## config.mk

```make
export PLATFORM = sky130hd
export DESIGN_NAME = stdp_tdm_driver
export DESIGN_NICKNAME = d
export VERILOG_FILES = /design/src/rtl/stdp_pkg.sv /design/src/rtl/stdp_frame_timer.sv /design/src/rtl/stdp_trace_unit.sv /design/src/rtl/stdp_pwm_tx.sv /design/src/rtl/stdp_width_rx.sv /design/src/rtl/stdp_tdm_driver.sv
export SDC_FILE = /design/constraint.sdc
export NUM_CORES = 1
export LEC_CHECK = 0
export BUFFER_PORTS_ARGS = -buffer_cell sky130_fd_sc_hd__clkbuf_2
export CAP_MARGIN = 25
export CELL_PAD_IN_SITES_DETAIL_PLACEMENT = 0
export CELL_PAD_IN_SITES_GLOBAL_PLACEMENT = 1
export CORE_ASPECT_RATIO = 0.75
export CORE_MARGIN = 2
export CORE_UTILIZATION = 35
export DETAILED_ROUTE_END_ITERATION = 7
export PLACE_DENSITY = 0.69
export SKIP_LAST_GASP = 1
export SLEW_MARGIN = 0
export SYNTH_ARGS = -nofsm -noshare
export SYNTH_HDL_FRONTEND = slang
export SYNTH_SLANG_ARGS = --single-unit
```

## constraint.sdc

```tcl
create_clock -name clk -period 6.5 [get_ports clk]
set_input_delay 0.65 -clock clk [delete_from_list [all_inputs] [get_ports clk]]
set_output_delay 0.65 -clock clk [all_outputs]
set_load 0.1 [all_outputs]
```

## src/rtl/stdp_pkg.sv

```systemverilog
// Shared slot encoding for the synapse driver.
// Assumes a fixed five-slot frame; the slot order is behaviour.
package stdp_pkg;
    localparam int unsigned NUM_SLOTS = 5;

    typedef enum logic [2:0] {
        SLOT_COMM    = 3'd0,
        SLOT_LTP_POS = 3'd1,
        SLOT_LTP_NEG = 3'd2,
        SLOT_LTD_POS = 3'd3,
        SLOT_LTD_NEG = 3'd4
    } slot_e;
endpackage

```

## src/rtl/stdp_frame_timer.sv

```systemverilog
// Frame timer: counts cycles within a slot and slots within a frame.
// Assumes SLOT_LEN >= 2. It flags the last cycle of each slot and of the frame.
module stdp_frame_timer
    import stdp_pkg::*;
#(
    parameter int unsigned SLOT_LEN = 16,
    parameter int unsigned CW       = 4
) (
    input  logic          clk,
    input  logic          rst_n,
    output slot_e         slot_o,
    output logic [CW-1:0] cyc_o,
    output logic          slot_end_o,
    output logic          frame_end_o
);
    slot_e         slot_q;
    logic [CW-1:0] cyc_q;

    // Advance the cycle counter, then the slot at the end of each slot.
    always_ff @(posedge clk) begin
        if (!rst_n) begin
            slot_q <= SLOT_COMM;
            cyc_q  <= '0;
        end else if (cyc_q == CW'(SLOT_LEN - 1)) begin
            cyc_q  <= '0;
            slot_q <= (slot_q == SLOT_LTD_NEG) ? SLOT_COMM : slot_e'(3'(slot_q) + 3'd1);
        end else begin
            cyc_q <= cyc_q + CW'(1);
        end
    end

    // Decode the end-of-slot and end-of-frame flags.
    always_comb begin
        slot_end_o  = (cyc_q == CW'(SLOT_LEN - 1));
        frame_end_o = slot_end_o && (slot_q == SLOT_LTD_NEG);
    end

    assign slot_o = slot_q;
    assign cyc_o  = cyc_q;
endmodule

```

## src/rtl/stdp_trace_unit.sv

```systemverilog
// Per-neuron timing state: a pending spike, a fired flag for the current
// frame, and a trace that decays once per frame.
// Assumes frame_end_i pulses on the last cycle of each frame.
// The width output is the trace saturated to SLOT_LEN.
module stdp_trace_unit #(
    parameter int unsigned SLOT_LEN  = 16,
    parameter int unsigned TRACE_MAX = 15,
    parameter int unsigned TW        = 4,
    parameter int unsigned WW        = 5
) (
    input  logic          clk,
    input  logic          rst_n,
    input  logic          spike_i,
    input  logic          frame_end_i,
    output logic          fired_o,
    output logic [WW-1:0] width_o
);
    logic          pend_q;
    logic          fired_q;
    logic [TW-1:0] trace_q;
    logic          fire_now;

    assign fire_now = pend_q | spike_i;

    // Latch spikes; at the frame boundary, emit them and load or decay the trace.
    always_ff @(posedge clk) begin
        if (!rst_n) begin
            pend_q  <= 1'b0;
            fired_q <= 1'b0;
            trace_q <= '0;
        end else if (frame_end_i) begin
            pend_q  <= 1'b0;
            fired_q <= fire_now;
            if (fire_now)
                trace_q <= TW'(TRACE_MAX);
            else if (trace_q != '0)
                trace_q <= trace_q - TW'(1);
        end else begin
            pend_q <= fire_now;
        end
    end

    // Saturate the trace to one slot length.
    always_comb begin
        if (int'(trace_q) > int'(SLOT_LEN))
            width_o = WW'(SLOT_LEN);
        else
            width_o = WW'(trace_q);
    end

    assign fired_o = fired_q;
endmodule

```

## src/rtl/stdp_pwm_tx.sv

```systemverilog
// Line encoder: in the plus slot, high for `width` cycles; in the following
// minus slot, the waveform is inverted. An optional slot-0 spike pulse is
// added on the first cycle. Purely combinational from registered state.
module stdp_pwm_tx
    import stdp_pkg::*;
#(
    parameter slot_e       POS_SLOT = SLOT_LTP_POS,
    parameter bit          COMM_EN  = 1'b1,
    parameter int unsigned CW       = 4,
    parameter int unsigned WW       = 5
) (
    input  slot_e         slot_i,
    input  logic [CW-1:0] cyc_i,
    input  logic          fired_i,
    input  logic [WW-1:0] width_i,
    output logic          line_o
);
    localparam logic [2:0] NEG_SLOT = 3'(POS_SLOT) + 3'd1;

    logic pwm_bit;
    logic comm_bit;

    // Pulse-width encoding across the plus/minus slot pair.
    always_comb begin
        pwm_bit = 1'b0;
        if (3'(slot_i) == 3'(POS_SLOT))
            pwm_bit = (WW'(cyc_i) < width_i);
        else if (3'(slot_i) == NEG_SLOT)
            pwm_bit = (WW'(cyc_i) >= width_i);
    end

    generate
        if (COMM_EN) begin : g_comm
            // Single-cycle spike at the start of the communication slot.
            assign comm_bit = fired_i && (slot_i == SLOT_COMM) && (cyc_i == '0);
        end else begin : g_nocomm
            assign comm_bit = 1'b0;
        end
    endgenerate

    assign line_o = pwm_bit | comm_bit;
endmodule

```

## src/rtl/stdp_width_rx.sv

```systemverilog
// Width receiver: counts the high cycles of the incoming line in the plus slot.
// At the end of the next slot, it reports the count if the local neuron fired
// this frame, and 0 otherwise. Holds the report between updates.
module stdp_width_rx
    import stdp_pkg::*;
#(
    parameter slot_e       MEAS_SLOT = SLOT_LTP_POS,
    parameter int unsigned WW        = 5
) (
    input  logic          clk,
    input  logic          rst_n,
    input  slot_e         slot_i,
    input  logic          slot_end_i,
    input  logic          line_i,
    input  logic          own_fired_i,
    output logic [WW-1:0] upd_o
);
    localparam logic [2:0] RPT_SLOT = 3'(MEAS_SLOT) + 3'd1;

    logic [WW-1:0] cnt_q;
    logic [WW-1:0] upd_q;

    // Accumulate the high time, then publish and clear at the end of the pair.
    always_ff @(posedge clk) begin
        if (!rst_n) begin
            cnt_q <= '0;
            upd_q <= '0;
        end else if (slot_i == MEAS_SLOT) begin
            cnt_q <= cnt_q + WW'(line_i);
        end else if ((3'(slot_i) == RPT_SLOT) && slot_end_i) begin
            upd_q <= own_fired_i ? cnt_q : '0;
            cnt_q <= '0;
        end
    end

    assign upd_o = upd_q;
endmodule

```

## src/rtl/stdp_tdm_driver.sv

```systemverilog
// Top: a synapse shared in time between spike traffic and learning pulses.
// The pre side sends its spike and potentiation width; the post side sends its
// depression width. Each side decodes the other's width into an update.
// Assumes SLOT_LEN >= 2 and TRACE_MAX >= 1.
module stdp_tdm_driver
    import stdp_pkg::*;
#(
    parameter int unsigned SLOT_LEN  = 16,
    parameter int unsigned TRACE_MAX = 15
) (
    input  logic                             clk,
    input  logic                             rst_n,
    input  logic                             pre_spike,
    input  logic                             post_spike,
    output logic                             pre_line,
    output logic                             post_line,
    output logic                             comm_spike,
    output logic [2:0]                       slot_idx,
    output logic [$clog2(SLOT_LEN+1)-1:0]    ltp_upd,
    output logic [$clog2(SLOT_LEN+1)-1:0]    ltd_upd
);
    localparam int unsigned CW = $clog2(SLOT_LEN);
    localparam int unsigned TW = $clog2(TRACE_MAX + 1);
    localparam int unsigned WW = $clog2(SLOT_LEN + 1);

    slot_e         slot;
    logic [CW-1:0] cyc;
    logic          slot_end;
    logic          frame_end;
    logic          pre_fired, post_fired;
    logic [WW-1:0] pre_width, post_width;

    stdp_frame_timer #(.SLOT_LEN(SLOT_LEN), .CW(CW)) u_timer (
        .clk(clk), .rst_n(rst_n), .slot_o(slot), .cyc_o(cyc),
        .slot_end_o(slot_end), .frame_end_o(frame_end)
    );

    stdp_trace_unit #(.SLOT_LEN(SLOT_LEN), .TRACE_MAX(TRACE_MAX), .TW(TW), .WW(WW)) u_pre_trace (
        .clk(clk), .rst_n(rst_n), .spike_i(pre_spike), .frame_end_i(frame_end),
        .fired_o(pre_fired), .width_o(pre_width)
    );

    stdp_trace_unit #(.SLOT_LEN(SLOT_LEN), .TRACE_MAX(TRACE_MAX), .TW(TW), .WW(WW)) u_post_trace (
        .clk(clk), .rst_n(rst_n), .spike_i(post_spike), .frame_end_i(frame_end),
        .fired_o(post_fired), .width_o(post_width)
    );

    stdp_pwm_tx #(.POS_SLOT(SLOT_LTP_POS), .COMM_EN(1'b1), .CW(CW), .WW(WW)) u_pre_tx (
        .slot_i(slot), .cyc_i(cyc), .fired_i(pre_fired), .width_i(pre_width), .line_o(pre_line)
    );

    stdp_pwm_tx #(.POS_SLOT(SLOT_LTD_POS), .COMM_EN(1'b0), .CW(CW), .WW(WW)) u_post_tx (
        .slot_i(slot), .cyc_i(cyc), .fired_i(post_fired), .width_i(post_width), .line_o(post_line)
    );

    // Post side decodes the forward width into potentiation.
    stdp_width_rx #(.MEAS_SLOT(SLOT_LTP_POS), .WW(WW)) u_ltp_rx (
        .clk(clk), .rst_n(rst_n), .slot_i(slot), .slot_end_i(slot_end),
        .line_i(pre_line), .own_fired_i(post_fired), .upd_o(ltp_upd)
    );

    // Pre side decodes the backward width into depression.
    stdp_width_rx #(.MEAS_SLOT(SLOT_LTD_POS), .WW(WW)) u_ltd_rx (
        .clk(clk), .rst_n(rst_n), .slot_i(slot), .slot_end_i(slot_end),
        .line_i(post_line), .own_fired_i(pre_fired), .upd_o(ltd_upd)
    );

    // The post neuron receives the forward line during the communication slot.
    assign comm_spike = pre_line && (slot == SLOT_COMM);
    assign slot_idx   = 3'(slot);
endmodule

```

==> results of run 1 <==
-- logic make-up (layout without fill, tap and decap cells) --
kind of cell | after synthesis | in the layout | synth area share [%]
fa+ha+maj | 23 | 23 | 13.9
simple gates | 87 | 87 | 23.9
compound gates | 65 | 65 | 19.5
xor+xnor | 1 | 1 | 0.422
buf+inv | 23 | 43 | 4.76
flops | 39 | 39 | 37.6
-- power groups by stage --
stage | combinational (uW) | sequential, uW | clock (uW)
6_report | 25.4 | 245 | 186
5_1_grt | 28.7 | 246 | 201
4_1_cts | 23.3 | 245 | 191
3_5_place_dp | 23.3 | 251 | 0
3_3_place_gp | 23.2 | 251 | 0
2_1_floorplan | 16.9 | 250 | 0
-- how the worst max path moves through the flow --
stage	startpoint	slack, ns	end
final	u_timer.slot_o[1]	3.50	post_line
after global routing	u_timer.slot_o[1]	3.27	post_line
after CTS	u_timer.slot_o[1]	3.47	post_line
after detailed placement	u_timer.slot_o[1]	3.82	post_line
after global placement	u_timer.slot_o[0]	3.83	post_line
after floorplan	u_timer.slot_o[2]	1.11	u_ltd_rx.cnt_q[4]
-- layout make-up --
cell class	count	area (um^2)	area share [%]
Multi-Input combinational cell	176	1200	50.7
Sequential cell	39	781	33.1
Timing Repair Buffer	20	123	5.20
Tap cell	78	97.6	4.14
Clock buffer	7	96.3	4.09
Inverter	15	56.3	2.39
Clock inverter	1	7.51	0.318
-- per-stage QoR --
stage,util [%],hold slack [ns],power [uW],worst slack (ns),cells
2_1_floorplan,-,0.452,267,1.11,238
3_3_place_gp,38.6,0.439,274,3.83,327
3_5_place_dp,38.6,0.445,274,3.82,327
4_1_cts,40.4,0.457,459,3.47,335
5_1_grt,40.9,0.475,475,3.27,336
6_report,40.9,0.452,457,3.50,336
-- critical path: stages, from the launching register on --
cell,delay (ns)
dfxtp_1,0.41
ha_1,0.19
ha_1,0.53
o21ai_0,0.19
o32ai_1,0.22
clkbuf_2,0.52
-- synthesized netlist by cell type, drive strengths merged, types with 5 or more instances --
| master | n | area (um^2) |
|---|---|---|
| nand2b | 5 | 31.3 |
| ha | 23 | 288 |
| inv | 15 | 56.3 |
| nand2 | 18 | 70.1 |
| nor3 | 8 | 50.1 |
| a311oi | 5 | 43.8 |
| nand3 | 22 | 135 |
| o21ai | 10 | 50.1 |
| a31oi | 5 | 31.3 |
| dfxtp | 39 | 781 |
| a21oi | 28 | 140 |
| nor2 | 14 | 62.6 |
| clkbuf | 5 | 18.8 |
-- layout by cell type, fill, tap and decap left out, types with 5 or more instances in the layout --
cell type,count
nand3_1,20
nor2_1,12
nor3_1,6
o21ai_0,10
a31oi_1,5
nand2b_1,5
nand2_1,17
clkbuf_8,7
dfxtp_1,39
a311oi_1,5
inv_1,15
clkbuf_2,19
a21oi_1,28
ha_1,23
-- sequential cells by signal, indices dropped and copies added (netlist names) --
name,flops
u_timer.cyc_o,4
u_ltp_rx.cnt_q,5
u_ltp_rx.upd_o,5
u_ltd_rx.cnt_q,5
u_timer.slot_o,3
u_ltd_rx.upd_o,5
u_pre_trace.pend_q,1
u_pre_trace.fired_o,1
u_pre_trace.trace_q,4
u_post_trace.trace_q,4
u_post_trace.fired_o,1
u_post_trace.pend_q,1
-- layer usage --
layer | GRT usage (%) | vias up
li1 | - | 905
met1 | 22.3 | 755
met2 | 21.2 | 18
met3 | 3.30 | 5
met4 | 3.92 | 0
met5 | 0 | -
==> metrics.txt, run 1 <==
status=finished, final reports clean; TNS Setup=0 ns; # DRC=0; top sig layer=met4; Pwr Density=approximately 190 nW/um^2; largest net degree at the start of global routing=32; static leakage=0.000901 uW; initial antenna violation count=0; number of port buffers=19; crit end category=output port; design area=roughly 2400 um^2; routed len/inst=approximately 14 um; worst skew pair latency=between 0.2 and 0.3 ns; CTS max path bufs=2; ys async rst share=0%; RSZ-0062 raised after global routing=no; routability cong.=0.752; #FFs+latches synth=39; GR Util All Layers=between 10% and 20%; Net Sw Power=108 uW; final wirelength=around 4.5 mm; Worst VDD drop=between 100 and 150 uV; combinational share of power=5.6%; crit path kind=flip-flop to output port; first-pass iteration count of the detailed router=4; post-synth cell types=44; Slew @ Worst Pin=0.588 ns; Yosys warning count=0; Max FO, Critical Path=19; H-tree Lvls=2; Worst Hold Class=flip-flop to flip-flop; R2R depth=8; via count=1683; initial core utilization=36.0%; Syn Std Cell Area=2080 um^2; placed cell areas=2230 um^2; total grt overflow=0; Worst R2R Start=u_timer.slot_o[1]; final setup fails=0; TritonCTS clock tree=built; DIE AREA=6570 um^2; Clock Power Share=40.8%; DR vias/cell=between 5 and 6; TritonCTS buffer count=5; quantity of gates resized following cts=0; R2R Setup Slk=between 3 and 4 ns; Final Cycle Share=46.2%; HPWL Detailed=3.27 mm; share of cells above drive strength 1=16.3%; Slew Limit Fails=0; hold path cells=2; die height=70.7 um; met3 WL=112 um; Mapped Avg Cell Area=8.72 um^2; Tmin final=3.00 ns; Syn Inst Count=between 200 and 250; Post-CTS Setup Bufs=0; Critical Path Start Type=flip-flop; Hold-fix buffers, CTS=0; Crit path required time=5.85 ns; Area growth, synth to finish=13.6%; highest clock rate=333 MHz; Final Hold Fails=0; RR Endpoint=u_ltd_rx.cnt_q[4]; internal power=348 uW; die width=a little over 90 um; DR iter-0 viols=82; clock sink count=39; WP data arrival=2.35 ns; register share of total power=53.7%; clock skew=between 0.01 and 0.015 ns; vias in the first global route=~1.6k; post-synthesis sequential area ratio=between 30% and 40%; CTS clk-pin slew, worst paths=approximately 0.08 ns; Core Rows=24; first-pass GRT wire length=roughly 8 mm; Slew headroom=60.8%; syn nets=~270; max-cap violations=0; Top FF cell, synth=dfxtp_1; HP Start=u_ltp_rx.upd_o[0]; CORE AREA=5770 um^2; met1 wire length=2.62 mm; EDFF count, synth=0; # IOs=20; ANT nets after route=0; ant diodes=0; nets@finish=284; Fillers=603; Clock Root Buffer=clkbuf_8; Min-Delay Endpoint=u_ltp_rx.upd_o[0]; Met2 Wirelength=1.78 mm; switching share of power=about a quarter
Note: power is estimated with default switching activity, not from simulation.
==> run 2, diff against run 1 <==
- ABC_AREA: default -> 1
- PLACE_DENSITY: 0.69 -> 0.72
- clock period: 6.5 -> 3.1 ns (I/O delays scaled with it)
==> metrics.txt, run 2 <==
status=finished, final reports clean; Syn Std Cell Area=about 2100 um^2; largest area contributor in the netlist=dfxtp_1; ant diodes=0; initial core utilization=35.9%; Post-CTS Setup Bufs=0; most numerous cell in the Yosys netlist=nand2_1; final setup fails=0; # DRC=0; crit path kind=flip-flop to output port; Clock Root Buffer=clkbuf_8; total grt overflow=0; most common cell after layout, fill and taps aside=nand2_1; share of cells above drive strength 1=between 15 and 20%; dpl cells=377; GR Util All Layers=13.9%; quantity of gates resized following cts=0; CORE AREA=between 5000 and 6000 um^2; register share of total power=a little under three fifths; Area growth, synth to finish=13.6%; Crit path required time=approximately 2.8 ns; internal power=680 uW; TNS Setup=0 ns; Multi-input gate area=between 1000 and 1500 um^2; nets@finish=~330; initial antenna violation count=0; switching share of power=24.5%; via count=1765; die height=70.4 um; FF+latch area=between 700 and 800 um^2; Syn Inst Count=282; ANT nets after route=0; TritonCTS buffer count=5; Slew Limit Fails=0; routability cong.=between 0.7 and 0.8; Pwr Density=385 nW/um^2; Mapped Avg Cell Area=7.30 um^2; die width=92.6 um; ys async rst share=0%; commonest non-fill, non-tap cells in the layout=nand2_1, dfxtp_1, inv_1; #FFs+latches synth=39; vias in the first global route=1542; Net Sw Power=221 uW; DIE AREA=6520 um^2; Yosys warning count=0; first-pass iteration count of the detailed router=4; Pwr Total=901 uW; Slew @ Worst Pin=0.568 ns; final wirelength=4.32 mm; first-pass GRT wire length=roughly 7 mm; post-synthesis sequential area ratio=37.9%; Worst VDD drop=169 uV; Top FF cell, synth=dfxtp_1; HPWL Detailed=3.25 mm; DR vias/cell=around 4.6; area share of the largest cell type after synthesis=a little under two fifths; Slew headroom=around 62%; Area contributors post-synth=dfxtp_1, ha_1, nand2_1; # IOs=20; CTS clk-pin slew, worst paths=0.08 ns; Core Rows=24; max incr delay on CP=0.47 ns; TritonCTS clock tree=built; highest clock rate=426 MHz; routed len/inst=11.2 um; Fillers=596; DR iter-0 viols=62; largest net degree at the start of global routing=19; post-synth cell types=26; clock skew=0.00761 ns; Max FO, Critical Path=5; syn nets=309; combinational share of power=~5.3%; Final Non-Filler Cells=385; most frequent cells after synthesis=nand2_1, dfxtp_1, a21oi_1, inv_1, nand3_1; number of port buffers=19; Final Cycle Share=between 70 and 80%; worst skew pair latency=0.29 ns; Worst Hold Class=primary input to flip-flop; crit-path cells=ha_1 -> a21oi_1 -> nand3_1 -> nand2_1 -> inv_1 -> a21oi_2 -> clkbuf_2; crit end category=output port; WP data arrival=2.04 ns; static leakage=0.00104 uW; RSZ-0062 raised after global routing=no; Critical Path Start Type=flip-flop; EDFF count, synth=0; H-tree Lvls=2; clock sink count=39; Clock Power Share=37.9%; Tmin final=approximately 2.3 ns; Hold-fix buffers, CTS=0; CTS max path bufs=2; CP max stage cell=dfxtp_1; Final Hold Fails=0; max-cap violations=0
-- run 2: cell count changes after synthesis, moves of 6 or more --
| cell | delta |
|---|---|
| nor2_1 | +11 |
| inv_1 | +16 |
| nand2_1 | +54 |
| inv_2 | +6 |
-- run 2: path summary, 6_finish.rpt --
kind | slack [ns] | endpoint | from | cells past startpoint
max reg2reg | 0.87 | u_ltp_rx.cnt_q[4] | u_timer.cyc_o[3] | 13
min | 0.33 | u_post_trace.pend_q | post_spike | 3
max | 0.75 | comm_spike | u_timer.cyc_o[3] | 7
min reg2reg | 0.47 | u_ltd_rx.upd_o[1] | u_ltd_rx.upd_o[1] | 2
-- run 2: cells by family (layout without fill, tap and decap cells) --
kind of cell	Yosys count	count (layout)	share of synthesized area [%]
xor gates and xnor gates	1	1	0.425
buffers and inverters	41	66	7.53
adders and majority gates	23	23	14.0
DFF	39	39	37.9
AOI/OAI and AO/OA	42	42	10.8
and+or+nand+nor	136	136	29.4
-- run 2: worst max-delay path, delay by kind of cell (launching register included) --
| kind | cells | cell delay (ns) |
|---|---|---|
| flip-flops | 1 | 0.47 |
| buffers and inverters | 2 | 0.52 |
| AO/OA/AOI/OAI | 2 | 0.32 |
| AND/OR/NAND/NOR | 2 | 0.16 |
| adder cells (fa/ha/maj) | 1 | 0.29 |
-- run 2: per-stage QoR --
step	instance area, um^2	util [%]	setup slack (ns)	hold WS, ns
detailed placement	2250	39.3	0.900	0.456
global route	2340	40.8	0.606	0.361
global placement	2250	39.3	0.943	0.454
floorplan	2070	-	0.124	0.430
CTS	2340	40.8	0.740	0.336
finish	2340	40.8	0.752	0.329
-- run 2: final cells by class --
cell class	instances	area share (%)
sequential	39	33.5
timing repair buffer	20	4.39
tap	78	4.17
clock inverter	2	0.535
multi-input combinational	202	48.2
inverter	38	6.10
clock buffer	6	3.10
-- run 2: power groups by stage --
stage	Combinational (uW)	Sequential (uW)	Clock (uW)
CTS	49.1	512	354
global placement	49.2	524	0
detailed placement	48.9	524	0
floorplan	37.2	522	0
finish	48.0	512	342
global route	57.5	513	371
-- run 2: per-layer routing --
layer / global-route usage, % / vias to the layer above / part of all wire, %
li1: - / 968 / -
met4: 4.15 / 0 / 0.93
met2: 18.8 / 30 / 38
met1: 21.1 / 763 / 58
met3: 3.67 / 4 / 3.3
met5: 0 / - / 0
==> run 3, diff against run 2 <==
- PLACE_DENSITY: 0.72 -> 0.74
- clock period: 3.1 -> 1.97 ns (I/O delays scaled with it)
==> metrics.txt, run 3 (synthesis results as in run 2) <==
status=complete, but fails checks; failing checks=setup timing; met3 WL=126 um; Critical Path Start Type=flip-flop; Clock Power Share=40.8%; cell repeated most along the worst path=nand3_2; Pwr Density=~500 nW/um^2; routed len/inst=about 12 um; total grt overflow=0; Final Cycle Share=100%; die height=70.4 um; CP max stage cell=dfxtp_4; hold path cells=4; # IOs=20; Final Hold Fails=0; max-cap violations=0; Met2 Wirelength=2.33 mm; Slew @ Worst Pin=0.546 ns; HP Start=pre_spike; Worst VDD drop=204 uV; top sig layer=met4; routability cong.=0.776; share of cells above drive strength 1=43.3%; R2R depth=15; Slew headroom=63.8%; Multi-input gate area=1500 um^2; WP data arrival=1.78 ns; Max FO, Critical Path=3; Slew Limit Fails=0; initial antenna violation count=0; dpl cells=between 300 and 400; nets@finish=about 360; R2R Setup Slk=~0.050 ns; Core Rows=24; worst skew pair latency=0.30 ns; Worst R2R Start=u_timer.cyc_o[3]; met1 wire length=2.60 mm; Fillers=532; HPWL Detailed=3.61 mm; DR iter-0 viols=80; via count=1938; initial core utilization=35.9%; clock skew=0.00352 ns; RSZ-0062 raised after global routing=yes; TritonCTS buffer count=5; register share of total power=50.6%; Pwr Total=1580 uW; most common cell after layout, fill and taps aside=nand2_1; CTS max path bufs=2; ant diodes=0; first-pass iteration count of the detailed router=4; static leakage=~0.0013 uW; # DRC=0; Hold-fix buffers, CTS=0; Tmin final=1.98 ns; number of port buffers=19; crit-path cells=ha_4 -> nand2_2 -> inv_2 -> nand3_2 -> nand3_2 -> nand2_4 -> buf_6 -> a21oi_4 -> buf_12; Area growth, synth to finish=49.8%; highest clock rate=roughly 500 MHz; switching share of power=25.6%; Critical Path Start=u_timer.cyc_o[3]; FF+latch area=between 800 and 900 um^2; DR vias/cell=4.67; placed cell areas=2670 um^2; DIE AREA=6520 um^2; Clock Root Buffer=clkbuf_8; internal power=1180 uW; worst slack, placed=-0.0356 ns; design area=around 3000 um^2; largest net degree at the start of global routing=19; GR Util All Layers=17.1%; crit path kind=flip-flop to output port; Crit path required time=1.77 ns; crit end category=output port; Net Sw Power=404 uW; TritonCTS clock tree=built; Min-Delay Endpoint=u_pre_trace.pend_q; RR Endpoint=u_ltp_rx.cnt_q[4]; die width=92.6 um; combinational share of power=8.6%; CTS clk-pin slew, worst paths=0.09 ns; setup slack after layout=-0.00888 ns; H-tree Lvls=2; vias in the first global route=about 1.9k; Final Non-Filler Cells=415; max incr delay on CP=approximately 0.38 ns; clock sink count=39; first-pass GRT wire length=8.77 mm; Worst Hold Class=primary input to flip-flop; CORE AREA=5740 um^2; commonest non-fill, non-tap cells in the layout=nand2_1, a21oi_1, dfxtp_1; ANT nets after route=0; final wirelength=5.11 mm; final setup fails=1
## run 3: worst max path at each step
stage | endpoint | cells after the start
floorplan | u_ltd_rx.cnt_q[4] | 10
global placement | u_ltd_rx.cnt_q[2] | 14
detailed placement | u_ltd_rx.cnt_q[2] | 14
CTS | post_line | 10
global route | u_ltp_rx.cnt_q[4] | 16
finish | comm_spike | 9
## run 3: through the flow
stage | hold slack [ns] | util [%] | setup TNS, ns
final | 0.269 | 53.8 | -0.00888
after global routing | 0.274 | 53.8 | -0.500
after CTS | 0.263 | 51.4 | -0.0233
after detailed placement | 0.457 | 46.6 | -0.0760
after global placement | 0.453 | 46.6 | 0
after floorplan | 0.386 | - | -0.185
## run 3: final cells by class
class / instances / area share [%]
Multi-Input combinational cell: 202 / 48.5
Sequential cell: 39 / 26.2
Timing Repair Buffer: 50 / 13.6
Inverter: 38 / 5.03
Tap cell: 78 / 3.16
Clock buffer: 6 / 3.04
Clock inverter: 2 / 0.446
## run 3: what timing repair did
| item | in CTS | in global routing |
|---|---|---|
| setup buffers | 4 | 4 |
| endpoints found under the setup margin | 6 | 9 |
| pin swaps | 20 | 22 |
| resized for setup | 30 | 26 |
## run 3: per-layer routing
layer / global-route usage (%) / vias to the layer above
li1: - / 1021
met1: 22.3 / 885
met2: 28.3 / 27
met3: 4.64 / 5
met4: 3.98 / 0
met5: 0 / -
## run 3: critical path: cells and delay by family (launching register included)
family                     cells  cell delay [ns]
AOI/OAI and AO/OA              1             0.16
buffers and inverters          3             0.37
adders and majority gates      1             0.28
DFF                            1             0.38
and+or+nand+nor                4             0.28
## run 3: power by group through the flow
stage	combinational [uW]	clock [uW]	sequential, uW
after global routing	151	695	801
final	136	646	800
after floorplan	63.8	0	817
after detailed placement	102	0	815
after global placement	101	0	815
after CTS	120	659	799
